**config.mk**
```make
export PLATFORM = sky130hd
export DESIGN_NAME = lux_window_irq
export DESIGN_NICKNAME = d
export VERILOG_FILES = /design/src/rtl/lux_irq_pkg.sv /design/src/rtl/lux_win_cmp.sv /design/src/rtl/lux_run_count.sv /design/src/rtl/lux_irq_latch.sv /design/src/rtl/lux_window_irq.sv
export SDC_FILE = /design/constraint.sdc
export NUM_CORES = 1
export LEC_CHECK = 0
export ABC_AREA = 1
export BUFFER_PORTS_ARGS = -buffer_cell sky130_fd_sc_hd__buf_2
export CAP_MARGIN = 20
export CORE_MARGIN = 10
export CORE_UTILIZATION = 49
export CTS_CLUSTER_DIAMETER = 30
export DETAILED_ROUTE_END_ITERATION = 10
export PLACE_DENSITY_LB_ADDON = 0.3
export SYNTH_ARGS = -nofsm -noshare
export SYNTH_HDL_FRONTEND = slang
export SYNTH_SLANG_ARGS = --single-unit
```
**constraint.sdc**
```tcl
create_clock -name clk -period 2.2 [get_ports clk]
set_input_delay 0.66 -clock clk [delete_from_list [all_inputs] [get_ports clk]]
set_output_delay 0.66 -clock clk [all_outputs]
set_load 0.05 [all_outputs]
```
**src/rtl/lux_irq_pkg.sv**
```systemverilog
package lux_irq_pkg;

    // Longest run the persistence code can ask for, and the counter width for it.
    localparam int MAX_RUN = 16;
    localparam int RUN_W   = $clog2(MAX_RUN + 1);

    typedef enum logic [1:0] {
        PERSIST_1  = 2'b00,
        PERSIST_4  = 2'b01,
        PERSIST_8  = 2'b10,
        PERSIST_16 = 2'b11
    } persist_e;

    typedef struct packed {
        logic below;
        logic above;
    } win_t;

    function automatic logic [RUN_W-1:0] persist_need(input persist_e code);
        logic [RUN_W-1:0] n;
        case (code)
            PERSIST_1:  n = RUN_W'(1);
            PERSIST_4:  n = RUN_W'(4);
            PERSIST_8:  n = RUN_W'(8);
            default:    n = RUN_W'(MAX_RUN);
        endcase
        return n;
    endfunction

endpackage

```
**src/rtl/lux_win_cmp.sv**
```systemverilog
module lux_win_cmp
    import lux_irq_pkg::*;
#(
    parameter int DATA_W = 16
) (
    input  logic [DATA_W-1:0] data,
    input  logic [DATA_W-1:0] lo,
    input  logic [DATA_W-1:0] hi,
    output win_t              win
);
    // Equality with a bound counts as inside the window.
    always_comb begin
        win.below = (data < lo);
        win.above = (data > hi);
    end
endmodule

```
**src/rtl/lux_run_count.sv**
```systemverilog
module lux_run_count
    import lux_irq_pkg::*;
(
    input  logic             clk,
    input  logic             rst,
    input  logic             res_valid,
    input  logic             outside,
    input  logic             flush,
    input  logic [RUN_W-1:0] need,
    output logic             hit
);
    logic [RUN_W-1:0] run_q;
    logic [RUN_W:0]   run_inc;

    assign run_inc = {1'b0, run_q} + 1'b1;
    assign hit     = res_valid && outside && !flush && (run_inc >= {1'b0, need});

    always_ff @(posedge clk) begin
        if (rst || flush) begin
            run_q <= '0;
        end else if (res_valid) begin
            if (!outside)
                run_q <= '0;
            else if (run_inc >= {1'b0, need})
                run_q <= need;
            else
                run_q <= run_inc[RUN_W-1:0];
        end
    end

    // an inside result empties the run
    a_r4_inside_resets: assert property (@(posedge clk) disable iff (rst)
        (res_valid && !outside) |=> (run_q == '0));

    // a clear or a threshold write empties the run
    a_r6_flush_resets: assert property (@(posedge clk) disable iff (rst)
        flush |=> (run_q == '0));

    // the run never exceeds the longest persistence setting
    a_r3_run_bounded: assert property (@(posedge clk) disable iff (rst)
        run_q <= RUN_W'(MAX_RUN));

    // idle cycles leave the run unchanged
    a_r8_idle_holds: assert property (@(posedge clk) disable iff (rst)
        (!res_valid && !flush) |=> $stable(run_q));
endmodule

```
**src/rtl/lux_irq_latch.sv**
```systemverilog
module lux_irq_latch (
    input  logic clk,
    input  logic rst,
    input  logic hit,
    input  logic clr,
    output logic flag,
    output logic flag_n
);
    always_ff @(posedge clk) begin
        if (rst || clr) begin
            flag   <= 1'b0;
            flag_n <= 1'b1;
        end else if (hit) begin
            flag   <= 1'b1;
            flag_n <= 1'b0;
        end
    end

    // the flag is sticky until a clear arrives
    a_r5_sticky: assert property (@(posedge clk) disable iff (rst)
        (flag && !clr) |=> flag);

    // the pin is the inverse of the flag
    a_r5_pin_inverse: assert property (@(posedge clk) disable iff (rst)
        flag_n == !flag);

    // a clear always wins
    a_r6_clear_wins: assert property (@(posedge clk) disable iff (rst)
        clr |=> !flag);

    // the flag rises only after a trigger
    a_r8_rise_needs_hit: assert property (@(posedge clk) disable iff (rst)
        $rose(flag) |-> $past(hit));
endmodule

```
**src/rtl/lux_window_irq.sv**
```systemverilog
module lux_window_irq
    import lux_irq_pkg::*;
#(
    parameter int DATA_W = 16
) (
    input  logic              clk,
    input  logic              rst,
    input  logic              res_valid,
    input  logic [DATA_W-1:0] res_data,
    input  logic [DATA_W-1:0] thr_lo,
    input  logic [DATA_W-1:0] thr_hi,
    input  logic              thr_wr,
    input  logic [1:0]        persist_code,
    input  logic              flag_clr,
    output logic              irq_flag,
    output logic              irq_n
);
    win_t             win;
    logic             outside;
    logic             hit;
    logic [RUN_W-1:0] need;

    assign outside = win.below || win.above;
    assign need    = persist_need(persist_e'(persist_code));

    lux_win_cmp #(.DATA_W(DATA_W)) u_cmp (
        .data (res_data),
        .lo   (thr_lo),
        .hi   (thr_hi),
        .win  (win)
    );

    lux_run_count u_run (
        .clk       (clk),
        .rst       (rst),
        .res_valid (res_valid),
        .outside   (outside),
        .flush     (flag_clr || thr_wr),
        .need      (need),
        .hit       (hit)
    );

    lux_irq_latch u_latch (
        .clk    (clk),
        .rst    (rst),
        .hit    (hit),
        .clr    (flag_clr),
        .flag   (irq_flag),
        .flag_n (irq_n)
    );

    // a trigger only comes from a result strictly outside the bounds
    a_r2_hit_outside: assert property (@(posedge clk) disable iff (rst)
        hit |-> (res_data < thr_lo || res_data > thr_hi));

    // a threshold write never triggers
    a_r7_write_no_hit: assert property (@(posedge clk) disable iff (rst)
        thr_wr |-> !hit);
endmodule

```
==> results.py <==
metrics = {
    "yosys": {
        "synthesis.area_um2": 1440,
        "ys_seq_area_share_pct": 9.71,
        "synth_cells": 230,
        "synthMuxAreaShare_pct": 0,
        "synth.distinct_cells": 24,
        "synth_fa_ha_area_share_pct": 31.2,
        "synth_top_family_by_area": "simple AND/OR/NAND/NOR gates",
        "synth-seq-cells": 7,
        "synth_xor_area_share_pct": 1.82,
        "syn_avg_cell_area_um2": 6.28,
        "synth_compound_area_share_pct": 9.45,
        "syn_nets": 321,
        "synthSimpleGateAreaFrac_pct": 33.3,
        "ys_warn_count": 0,
    },
    "timing": {
        "fmax_mhz": 491,
        "slew_headroom_pct": 78.8,
        "fin_crit_ps": 2030,
        "finalWorstSetupSlack_ps": 165,
        "finClkSkew_ps": 4.10,
        "setup_viol": 0,
        "worst_slew_pin_slew_ps": 319,
        "hold_ws_ps": 449,
        "hold_viol": 0,
        "finalCritPeriodShare_pct": 92.5,
        "rsz0062_at_grt": "no",
        "drv_slew": 0,
    },
    "routing": {
        "dr_total_vias": 1568,
        "postRouteAntennaNets": 0,
        "drt_wl_total_um": 3550,
        "viasPerCell": 4.81,
        "drtIter0Drc": 52,
        "wire_per_inst_um": 10.9,
        "dr.pass1.iters": 5,
        "remaining_drc_errors": 0,
    },
    "clock_network": {
        "clock_latency_ps": 250,
        "ctsLongestPathBuffers": 2,
        "cts-htree-levels": 1,
        "cts_sinks": 7,
        "cts.reportedPaths.clkPinSlew_ps": 60,
        "cts_made_buffers": 3,
        "cts_tree": "done",
        "clockRootBuffer": "clkbuf_4",
        "hold_buffers": 0,
    },
    "outcome": {
        "status": "complete, no violations",
    },
    "grt": {
        "grt_pass1_vias": 1530,
        "grt.total_usage_pct": 12.7,
        "grt_max_degree": 8,
        "grt_pass1_wl_um": 6040,
        "antenna_found_initial": 0,
        "grt_remaining_overflow": 0,
    },
    "critical_path": {
        "worstPathMaxFanout": 4,
        "end_kind": "flip-flop",
        "r2r_cells": 11,
        "reg2reg_setup_slack_ps": 170,
        "cp.arrival_ps": 2170,
        "setup.worst_path.start_class": "flip-flop",
        "r2r-start": "u_run.run_q[0]",
        "crit_type": "flip-flop to flip-flop",
        "r2r_end": "u_run.run_q[4]",
        "required_ps": 2330,
    },
    "place": {
        "placed_cells": 321,
        "place_area_um2": 1790,
        "dp_hpwl_um": 3150,
        "gp_congestion": 0.860,
        "port_buffers": 56,
        "post-place-ws_ps": -90.3,
    },
    "floorplanning": {
        "io_pins": 57,
        "coreArea_um2": 2780,
        "dieArea_um2": 5520,
        "fp-row-count": 19,
        "die_height_um": 74.3,
        "start_util_pct": 51.9,
        "die_x_um": 74.3,
    },
    "worst_hold_path": {
        "hold_path_end": "u_latch.flag_n",
        "min_from": "u_latch.flag_n",
        "min_path_type": "flip-flop to flip-flop",
        "holdPathStages": 2,
    },
    "power_and_ir_drop": {
        "p_total_mw": 0.496,
        "power_density_nw_per_um2": 266,
        "p_leak_nw": 1.17,
        "vdd_ir_drop_max_mv": 0.358,
    },
    "final_layout": {
        "n_antenna_cell": 0,
        "layout_common_cells": "nand2_1, buf_2, inv_1",
        "n_fill_cell": 247,
        "layout_commonest_cell": "nand2_1",
        "drive_gt1_share_pct": 27.1,
        "nNetsFinal": 387,
        "area_growth_pct": 29.1,
        "instances_no_fill": 326,
        "finish.instance_area_um2": 1860,
    },
    "run": {
        "drv_cap": 0,
    },
}
-- routing by layer --
layer	share of wire (%)	global-route usage [%]
met1	44	15.4
met2	48	22.6
met3	7.7	2.79
met4	0.76	2.24
met5	0	0
-- worst max-delay path, cell delays in order (launching register included) --
cell and delay (ps):
dfxtp_4 350, ha_1 220, xor2_1 170, ha_1 310, nand2_1 70, nor3_2 190, nand3_2 150, buf_4 170
nand4_1 90, nand2_1 60, nand3_1 90, a21oi_2 50
-- power breakdown --
part / total (mW) / internal [mW] / leakage, nW / switching (mW)
sequential: 0.129 / 0.127 / 0.0578 / 0.00127
combinational: 0.251 / 0.115 / 1.09 / 0.136
clock: 0.116 / 0.0692 / 0.0150 / 0.0471
-- stage by stage --
| step | TNS (ps) | utilization, % |
|---|---|---|
| 5_1_grt | 0 | 67.0 |
| 6_report | 0 | 67.0 |
| 3_5_place_dp | -373 | 64.5 |
| 4_1_cts | 0 | 65.4 |
| 2_1_floorplan | 0 | - |
| 3_3_place_gp | -4.70 | 64.5 |
-- how the worst max path moves through the flow --
stage / from / endpoint / slack [ps] / depth (start not counted)
after floorplan: persist_code[0] / u_latch.flag_n / 190 / 13
after global placement: persist_code[1] / u_latch.flag_n / -5 / 13
after detailed placement: persist_code[1] / u_latch.flag_n / -90 / 13
after CTS: u_run.run_q[0] / u_latch.flag_n / 40 / 14
after global routing: u_run.run_q[0] / u_run.run_q[0] / 5 / 11
final: u_run.run_q[0] / u_run.run_q[4] / 170 / 11
-- sequential cells by signal, indices dropped and copies added (netlist names) --
signal          cells
u_run.run_q         5
u_latch.flag        1
u_latch.flag_n      1
-- cell usage after synthesis --
library cell   n  area, um2
a21oi_1       20        100
nand4_1        4       25.0
nand2_2        1       6.26
nand2_1       62        233
nor2_4         1       11.3
nor2_1        12       45.0
o21ai_0        4       20.0
nand4_4        1       21.3
nor2_2         1       6.26
nor3_1         4       20.0
nand3_2        1       10.0
nand3_1       11       55.1
xnor2_1        2       17.5
ha_1          36        450
xor2_1         1       8.76
nand3_4        1       17.5
nand2_4        1       11.3
a21oi_2        1       8.76
clkinv_1       1       3.75
inv_1         55        206
or2_2          1       6.26
a21o_1         1       7.51
dfxtp_1        7        140
nand4_2        1       12.5
-- logic make-up (layout without fill, tap and decap cells) --
logic type                 after synthesis  after routing
AOI/OAI and AO/OA                       26             26
xor gates and xnor gates                 3              3
adders and majority gates               36             36
buffers and inverters                   56            121
DFF                                      7              7
and+or+nand+nor                        102            102
-- repair_timing --
item	CTS	global route
endpoints found under the setup margin	0	7
gates resized for setup	0	8
buffers inserted	0	1
-- cell type report --
cell class              instances  area [um2]  share of cell area [%]
clock buffers                   4        26.3                    1.41
inverters                      56         210                    11.3
multi-input cells             167        1130                    60.4
flip-flops and latches          7         145                    7.79
well taps                      31        38.8                    2.08
repair buffers                 61         318                    17.0
Note: power is estimated with default switching activity, not from simulation.
